### src/rtl/pgm_pkg.sv
// Package: shared types for the page program buffer.
// Assumes: nothing beyond standard SystemVerilog.
package pgm_pkg;

    // Program sequencer states
    typedef enum logic [1:0] {
        SQ_IDLE  = 2'd0,
        SQ_SCAN  = 2'd1,
        SQ_DWELL = 2'd2
    } seq_st_t;

endpackage

### src/rtl/pgm_ingest.sv
// Module: pgm_ingest
// Stores incoming data bytes in a one-page buffer at the wrapping in-page
// offset and keeps a per-offset valid mask. An address load restarts the
// offset and empties the mask. A later byte to the same offset overwrites
// the earlier one.
// Assumes: accept_i is low while the program sequence runs, and an address
// load and a data byte never arrive in the same cycle (the load wins).
module pgm_ingest #(
    parameter int PAGE_W = 8,
    parameter int DATA_W = 8
) (
    input  logic              clk,
    input  logic              rst_n,
    input  logic              accept_i,
    input  logic              addr_load_i,
    input  logic [PAGE_W-1:0] start_off_i,
    input  logic              byte_vld_i,
    input  logic [DATA_W-1:0] byte_i,
    input  logic [PAGE_W-1:0] rd_idx_i,
    output logic [DATA_W-1:0] rd_data_o,
    output logic              rd_mask_o
);

    localparam int PAGE_BYTES = 1 << PAGE_W;

    logic [PAGE_W-1:0]     wr_off_q;
    logic [PAGE_BYTES-1:0] mask_q;
    logic [DATA_W-1:0]     pbuf_q [PAGE_BYTES];
    logic                  load_ok;
    logic                  wr_ok;

    assign load_ok = accept_i && addr_load_i;
    assign wr_ok   = accept_i && byte_vld_i && !addr_load_i;

    // Purpose: track the wrapping write offset and the per-offset valid mask
    always_ff @(posedge clk) begin
        if (!rst_n) begin
            wr_off_q <= '0;
            mask_q   <= '0;
        end else if (load_ok) begin
            wr_off_q <= start_off_i;
            mask_q   <= '0;
        end else if (wr_ok) begin
            wr_off_q         <= wr_off_q + 1'b1;
            mask_q[wr_off_q] <= 1'b1;
        end
    end

    // Purpose: hold the data bytes of the page (contents need no reset)
    always_ff @(posedge clk) begin
        if (wr_ok) begin
            pbuf_q[wr_off_q] <= byte_i;
        end
    end

    assign rd_data_o = pbuf_q[rd_idx_i];
    assign rd_mask_o = mask_q[rd_idx_i];

endmodule

### src/rtl/pgm_commit.sv
// Module: pgm_commit
// Tracks the frame state (address seen, byte seen, protection, page) and
// decides at frame end whether the page is committed. Every frame end
// accepted while idle raises a one-cycle write-enable clear request.
// Assumes: frame_end_i is a single-cycle strobe from the command decoder.
module pgm_commit #(
    parameter int PG_W = 12
) (
    input  logic            clk,
    input  logic            rst_n,
    input  logic            accept_i,
    input  logic            addr_load_i,
    input  logic            prot_i,
    input  logic [PG_W-1:0] page_i,
    input  logic            byte_vld_i,
    input  logic            frame_end_i,
    input  logic            aligned_i,
    input  logic            wel_i,
    output logic            go_o,
    output logic [PG_W-1:0] page_o,
    output logic            wel_clr_o
);

    logic addr_ok_q;
    logic have_q;
    logic prot_q;
    logic have_any;
    logic end_ok;

    assign end_ok   = accept_i && frame_end_i;
    assign have_any = have_q || (byte_vld_i && !addr_load_i);
    assign go_o     = end_ok && addr_ok_q && have_any && aligned_i
                      && !prot_q && wel_i;

    // Purpose: record what the current frame has delivered so far
    always_ff @(posedge clk) begin
        if (!rst_n) begin
            addr_ok_q <= 1'b0;
            have_q    <= 1'b0;
            prot_q    <= 1'b0;
            page_o    <= '0;
        end else if (end_ok) begin
            addr_ok_q <= 1'b0;
            have_q    <= 1'b0;
        end else if (accept_i && addr_load_i) begin
            addr_ok_q <= 1'b1;
            have_q    <= 1'b0;
            prot_q    <= prot_i;
            page_o    <= page_i;
        end else if (accept_i && byte_vld_i && addr_ok_q) begin
            have_q    <= 1'b1;
        end
    end

    // Purpose: pulse the write-enable clear request after each frame end
    always_ff @(posedge clk) begin
        if (!rst_n) begin
            wel_clr_o <= 1'b0;
        end else begin
            wel_clr_o <= end_ok;
        end
    end

endmodule

### src/rtl/pgm_seq.sv
// Module: pgm_seq
// Self-timed program sequencer. It scans every page offset in ascending
// order. A marked offset gives one write strobe and then PROG_CYCLES-1
// dwell cycles; an unmarked offset costs one cycle. A verify failure
// reported in the strobe cycle sets the sticky error flag, which clears
// when the next commit starts.
// Assumes: PROG_CYCLES >= 2, and go_i arrives only while idle.
module pgm_seq
    import pgm_pkg::*;
#(
    parameter int ADDR_W      = 20,
    parameter int PAGE_W      = 8,
    parameter int DATA_W      = 8,
    parameter int PROG_CYCLES = 16
) (
    input  logic                     clk,
    input  logic                     rst_n,
    input  logic                     go_i,
    input  logic [ADDR_W-PAGE_W-1:0] page_i,
    output logic [PAGE_W-1:0]        rd_idx_o,
    input  logic [DATA_W-1:0]        rd_data_i,
    input  logic                     rd_mask_i,
    input  logic                     arr_fail_i,
    output logic                     busy_o,
    output logic                     arr_we_o,
    output logic [ADDR_W-1:0]        arr_addr_o,
    output logic [DATA_W-1:0]        arr_data_o,
    output logic                     err_o
);

    localparam int PG_W  = ADDR_W - PAGE_W;
    localparam int CNT_W = $clog2(PROG_CYCLES);

    seq_st_t          st_q;
    logic [PAGE_W-1:0] idx_q;
    logic [PG_W-1:0]   page_q;
    logic [CNT_W-1:0]  cnt_q;

    // Purpose: walk the page, strobe marked bytes and time each byte program
    always_ff @(posedge clk) begin
        if (!rst_n) begin
            st_q       <= SQ_IDLE;
            idx_q      <= '0;
            page_q     <= '0;
            cnt_q      <= '0;
            arr_we_o   <= 1'b0;
            arr_addr_o <= '0;
            arr_data_o <= '0;
            err_o      <= 1'b0;
        end else begin
            arr_we_o <= 1'b0;
            if (arr_we_o && arr_fail_i) begin
                err_o <= 1'b1;
            end
            case (st_q)
                SQ_IDLE: begin
                    if (go_i) begin
                        st_q   <= SQ_SCAN;
                        idx_q  <= '0;
                        page_q <= page_i;
                        err_o  <= 1'b0;
                    end
                end
                SQ_SCAN: begin
                    if (rd_mask_i) begin
                        arr_we_o   <= 1'b1;
                        arr_addr_o <= {page_q, idx_q};
                        arr_data_o <= rd_data_i;
                        cnt_q      <= CNT_W'(PROG_CYCLES - 1);
                        st_q       <= SQ_DWELL;
                    end else if (&idx_q) begin
                        st_q <= SQ_IDLE;
                    end else begin
                        idx_q <= idx_q + 1'b1;
                    end
                end
                SQ_DWELL: begin
                    if (cnt_q == CNT_W'(1)) begin
                        if (&idx_q) begin
                            st_q <= SQ_IDLE;
                        end else begin
                            idx_q <= idx_q + 1'b1;
                            st_q  <= SQ_SCAN;
                        end
                    end else begin
                        cnt_q <= cnt_q - 1'b1;
                    end
                end
                default: st_q <= SQ_IDLE;
            endcase
        end
    end

    assign rd_idx_o = idx_q;
    assign busy_o   = (st_q != SQ_IDLE);

endmodule

### src/rtl/pgm_page_buf.sv
// Module: pgm_page_buf (top)
// Page program buffer. It gathers the data bytes of a frame into a
// one-page buffer, decides at frame end whether to commit, and then drives
// a self-timed byte-by-byte write sequence into the flash array.
// Assumes: a command decoder upstream supplies the address, bytes and frame
// end as single-cycle strobes, and an array model answers verify status in
// the same cycle as each write strobe.
module pgm_page_buf #(
    parameter int ADDR_W      = 20,
    parameter int PAGE_W      = 8,
    parameter int DATA_W      = 8,
    parameter int PROG_CYCLES = 16
) (
    input  logic              clk,
    input  logic              rst_n,
    input  logic              addr_load_i,
    input  logic [ADDR_W-1:0] addr_i,
    input  logic              prot_i,
    input  logic              byte_vld_i,
    input  logic [DATA_W-1:0] byte_i,
    input  logic              frame_end_i,
    input  logic              aligned_i,
    input  logic              wel_i,
    input  logic              arr_fail_i,
    output logic              busy_o,
    output logic              wel_clr_o,
    output logic              err_o,
    output logic              arr_we_o,
    output logic [ADDR_W-1:0] arr_addr_o,
    output logic [DATA_W-1:0] arr_data_o
);

    localparam int PG_W = ADDR_W - PAGE_W;

    logic              accept;
    logic              go;
    logic [PG_W-1:0]   page;
    logic [PAGE_W-1:0] rd_idx;
    logic [DATA_W-1:0] rd_data;
    logic              rd_mask;

    assign accept = !busy_o;

    pgm_ingest #(
        .PAGE_W (PAGE_W),
        .DATA_W (DATA_W)
    ) i_ingest (
        .clk         (clk),
        .rst_n       (rst_n),
        .accept_i    (accept),
        .addr_load_i (addr_load_i),
        .start_off_i (addr_i[PAGE_W-1:0]),
        .byte_vld_i  (byte_vld_i),
        .byte_i      (byte_i),
        .rd_idx_i    (rd_idx),
        .rd_data_o   (rd_data),
        .rd_mask_o   (rd_mask)
    );

    pgm_commit #(
        .PG_W (PG_W)
    ) i_commit (
        .clk         (clk),
        .rst_n       (rst_n),
        .accept_i    (accept),
        .addr_load_i (addr_load_i),
        .prot_i      (prot_i),
        .page_i      (addr_i[ADDR_W-1:PAGE_W]),
        .byte_vld_i  (byte_vld_i),
        .frame_end_i (frame_end_i),
        .aligned_i   (aligned_i),
        .wel_i       (wel_i),
        .go_o        (go),
        .page_o      (page),
        .wel_clr_o   (wel_clr_o)
    );

    pgm_seq #(
        .ADDR_W      (ADDR_W),
        .PAGE_W      (PAGE_W),
        .DATA_W      (DATA_W),
        .PROG_CYCLES (PROG_CYCLES)
    ) i_seq (
        .clk        (clk),
        .rst_n      (rst_n),
        .go_i       (go),
        .page_i     (page),
        .rd_idx_o   (rd_idx),
        .rd_data_i  (rd_data),
        .rd_mask_i  (rd_mask),
        .arr_fail_i (arr_fail_i),
        .busy_o     (busy_o),
        .arr_we_o   (arr_we_o),
        .arr_addr_o (arr_addr_o),
        .arr_data_o (arr_data_o),
        .err_o      (err_o)
    );

endmodule

### config.mk
export PLATFORM = sky130hd
export DESIGN_NAME = pgm_page_buf
export DESIGN_NICKNAME = d
export VERILOG_FILES = /design/src/rtl/pgm_pkg.sv /design/src/rtl/pgm_ingest.sv /design/src/rtl/pgm_commit.sv /design/src/rtl/pgm_seq.sv /design/src/rtl/pgm_page_buf.sv
export SDC_FILE = /design/constraint.sdc
export NUM_CORES = 2
export LEC_CHECK = 0
export ABC_CLOCK_PERIOD_IN_PS = 4600
export BUFFER_PORTS_ARGS = -buffer_cell sky130_fd_sc_hd__buf_2
export CAP_MARGIN = 20
export CORE_ASPECT_RATIO = 1.25
export CORE_UTILIZATION = 50
export DETAILED_ROUTE_END_ITERATION = 10
export PLACE_DENSITY = 0.68
export SLEW_MARGIN = 20
export SYNTH_ARGS = -nofsm -noshare
export SYNTH_HDL_FRONTEND = slang
export SYNTH_HIERARCHICAL = 1
export SYNTH_SLANG_ARGS = --single-unit
### constraint.sdc
create_clock -name clk -period 4.6 [get_ports clk]
set_clock_uncertainty 0.2 [all_clocks]
set_input_delay 1.15 -clock clk [delete_from_list [all_inputs] [get_ports clk]]
set_output_delay 1.15 -clock clk [all_outputs]
set_load 0.05 [all_outputs]
==> key figures <==
Run status
  • Status: finished clean

Worst hold path
  • Hold endpoint: i_seq/arr_addr_o[11]
  • Worst hold path startpoint: i_seq/page_q[3]
  • Hold path cells: 2
  • Hold crit path type: reg -> reg

Timing
  • Tightest Pin Transition: 1.108 ns
  • Setup violators final: 0
  • Hold WS: 0.2502 ns
  • Final period util: 95.22%
  • Worst slew margin: 25.92%
  • Final setup TNS: 0 ns
  • Max Freq: 228.3 MHz
  • RSZ-0062 raised after global routing: false
  • Endpoints failing hold: 0
  • Setup WS post-layout: 0.2201 ns
  • Crit path time final: 4.380 ns
  • Slew Limit Fails: 0

Yosys
  • Asr flop ratio synth: 0%
  • Simple logic cell fraction of the synthesized area: 3.287%
  • Multiplexer share of the synthesized area: 14.75%
  • Register area share after synthesis: 72.98%
  • Synth Area in Compound Gates: 5.989%
  • Avg Cell Area, Syn: 18.97 sq um
  • Post-synthesis xor/xnor area fraction: 0.05621%
  • Number of synthesized flops with an enable pin: 2048
  • Top FF cell, synth: edfxtp_1
  • Mapped cell area: 0.09349 sq mm
  • Synth Instances: 4929
  • Largest family of logic cells by synthesized area: multiplexers
  • Yosys cell types: 90
  • Adder-Cell Fraction of Synth Area: 0.1472%
  • Mapped Nets: 4977
  • Yosys reg bits: 2384
  • Synth warn: 6

Routing
  • Post-route ant nets: 0
  • DRT Wirelength: 240300 um
  • DRC Markers: 0
  • TritonRoute pass-1 iters: 5
  • Via count: 50110
  • DR iter-0 viols: 5884
  • Wirelength per Cell: 30.25 um
  • Vias/cell: 6.309

Placed design
  • Dpl hpwl: 152200 um
  • Cells after DPL: 7550
  • PortBufs: 68
  • Area after DPL: 0.09826 sq mm
  • RD Place Congestion: 0.8952
  • DP Worst Slack: 0.1843 ns

Clock network
  • Clock tree buffer depth: 3
  • Clock latency on the worst-skew pair: 0.85 ns
  • Clk pin slew, worst setup/hold paths: 0.07 ns
  • Num Clock Sinks: 2384
  • CTS tree: done
  • Num CTS Buffers: 207
  • Root Buffer: clkbuf_16
  • CTS H-tree lvls: 4
  • Setup repair bufs after CTS: 0
  • Post-CTS Hold Buffers: 0

Pwr
  • Flop pwr share: 56.1%
  • Clock Power Share: 41.8%
  • Leakage: 33.06 nW
  • Pint: 33.53 mW
  • Psw: 8.387 mW
  • Max IR drop VDD: 0.4032 mV
  • Tot Pwr: 41.92 mW
  • Pwr Density: 398.9 mW/mm^2
  • Comb pwr share: 2.2%
  • Switching Share: 20.01%

Setup path
  • Critical Path Most Common Cell: buf_4
  • Critical Path Sink Type: flop
  • WS Path Type: reg -> reg
  • R2r startpoint: i_seq/rd_idx_o[0]
  • Worst EP arrival: 4.85 ns
  • RR Endpoint: i_seq/rd_idx_o[3]
  • R2R cell count: 15
  • Max FO, Critical Path: 17
  • Worst path cell trace: buf_4 -> buf_12 -> mux2i_1 -> o221ai_1 -> a21oi_1 -> nor3_2 -> buf_4 -> nor2_1 -> a22o_1 -> nor3_2 -> and2_1 -> a2111oi_4 -> buf_4 -> a41oi_1 -> a211oi_1
  • Worst setup SP type: flop
  • CP delay by family, top: simple AND/OR/NAND/NOR gates
  • WP data required: 5.07 ns
  • Max stage delay on crit path: 0.65 ns
  • WP buf/inv: 4
  • Reg2reg setup slack: 0.22 ns
  • Worst path slowest cell: dfxtp_4

Die
  • DIE AREA: 0.1887 sq mm
  • Starting Density: 50.31%
  • Die Y: 485.4 um
  • Placement Rows: 177
  • Die Width: 388.8 um
  • Num ports: 69
  • Core footprint: 0.1858 sq mm

Layout
  • Register area: 0.06825 sq mm
  • Synth-to-layout area growth: 12.42%
  • Multi-input logic area: 0.02275 sq mm
  • Final Instance Area: 0.1051 sq mm
  • Core Util, Final: 56.56%
  • Fin nets: 5392
  • Share of post-route cells with drive strength above 1: 22.71%
  • Final non-filler cell total: 7942
  • FILL cells: 13710

Global routing
  • Initial antenna violation count: 5
  • Gr ovfl total: 0
  • First-pass GRT wire length: 345700 um
  • Vias in the first global route: 49360
  • Pin count of the biggest net entering global routing: 151
  • Total global-route track usage: 25.33%

Flow run
  • Max cap viols: 0
[state kept, by name (all words and copies together), names as in the netlist]
signal,flops
i_ingest/pbuf_q,2048
i_commit/page_o,12
i_seq/arr_addr_o,20
i_ingest/wr_off_q,8
i_seq/arr_data_o,8
i_commit/prot_q,1
i_seq/arr_we_o,1
i_ingest/mask_q,256
i_seq/page_q,12
i_commit/wel_clr_o,1
i_seq/rd_idx_o,8
i_commit/have_q,1
i_seq/st_q,2
i_seq/cnt_q,4
i_commit/addr_ok_q,1
i_seq/err_o,1
[worst max-delay path by stage]
stage / startpoint / endpoint / slack [ns] / depth (start not counted)
2_1_floorplan: i_seq/rd_idx_o[0] / i_seq/rd_idx_o[1] / 1.04 / 14
3_3_place_gp: i_seq/rd_idx_o[0] / i_seq/rd_idx_o[3] / 0.22 / 15
3_5_place_dp: i_seq/rd_idx_o[0] / i_seq/cnt_q[3] / 0.18 / 15
4_1_cts: i_seq/rd_idx_o[0] / i_seq/rd_idx_o[3] / 0.16 / 15
5_1_grt: i_seq/rd_idx_o[0] / i_seq/rd_idx_o[3] / 0.14 / 14
6_report: i_seq/rd_idx_o[0] / i_seq/rd_idx_o[3] / 0.22 / 15
[cell usage after synthesis, drive strengths merged, types with 9 or more instances]
cell	n	area (sq um)
edfxtp	2048	61500
mux4	491	11550
dfxtp	336	6726
nor2	310	1174
o21a	258	1937
nand2	220	835.8
mux2i	212	2122
clkbuf	163	1066
a21oi	151	755.7
buf	146	1445
a22oi	108	810.8
o221ai	66	578.1
nand3	47	235.2
o21ai	43	215.2
a211oi	33	262.8
nor4	26	175.2
o22ai	25	156.4
nor3	23	125.1
nor2b	19	118.9
a221oi	18	176.4
inv	17	63.81
and2	15	97.60
a22o	12	107.6
a31oi	12	75.07
ha	11	137.6
mux2	11	123.9
nand4	10	62.56
a2111oi	9	110.1
o211ai	9	67.56
[area by class of cell]
type | instances | share of cell area, %
Tap cell | 2416 | 2.876
Clock inverter | 111 | 1.032
Clock buffer | 279 | 5.444
Multi-Input combinational cell | 2215 | 21.65
Inverter | 18 | 0.06429
Antenna cell | 1 | 0.002381
Timing Repair Buffer | 518 | 4.001
Sequential cell | 2384 | 64.93
[routing by layer]
| metal | track usage, % | up-vias | part of all wire [%] |
|---|---|---|---|
| met3 | 4.382 | 442 | 8.8 |
| met5 | 0 | - | 0 |
| met2 | 41.23 | 2435 | 49 |
| li1 | - | 20920 | - |
| met1 | 34.27 | 26310 | 39 |
| met4 | 9.635 | 0 | 4.0 |
[cells by family (layout without fill, tap and decap cells)]
logic type                 Yosys count  count (layout)
AOI/OAI and AO/OA                  781             781
xor gates and xnor gates             6               6
adders and majority gates           11              11
buffers and inverters              330             926
DFF                               2384            2384
muxes                              714             714
other                                0               1
and+or+nand+nor                    703             703
[worst min-delay path, stage by stage (launching register included)]
cell and delay (ns):
dfxtp_1 0.31, nand2_1 0.05, a21oi_1 0.05
[cells in the final DEF, fill, tap and decap left out, types with 14 or more instances in the layout]
cell        instances
mux4_2            361
edfxtp_1         2048
o221ai_1           66
a211oi_1           29
clkinv_1           30
a221oi_1           15
nand3_1            43
clkinv_2           40
nor2_1            301
bufinv_16          20
a21oi_1           151
nor3_1             20
clkbuf_16         216
clkbuf_1           55
nand2_1           217
mux4_1            130
inv_1              15
buf_4             416
o22ai_1            25
clkinvlp_4         14
buf_12             32
a22oi_1           108
o21ai_0            40
nor2b_1            18
nor4_1             22
buf_2              60
clkbuf_8           16
dfxtp_1           330
mux2i_1           212
o21a_1            258
[power groups by stage]
stage          registers, mW  clock network (mW)  logic, mW
2_1_floorplan           24.0                   0      0.373
3_3_place_gp            24.0                   0      0.883
3_5_place_dp            24.0                   0      0.909
4_1_cts                 23.5                17.7      0.910
5_1_grt                 23.5                18.5      0.964
6_report                23.5                17.5      0.913
[what timing repair did]
item,4_1_cts,5_1_grt
setup endpoints to repair,0,2
resized for setup,0,1
hold endpoints to repair,0,0
Power figures use the tool's default switching activity.
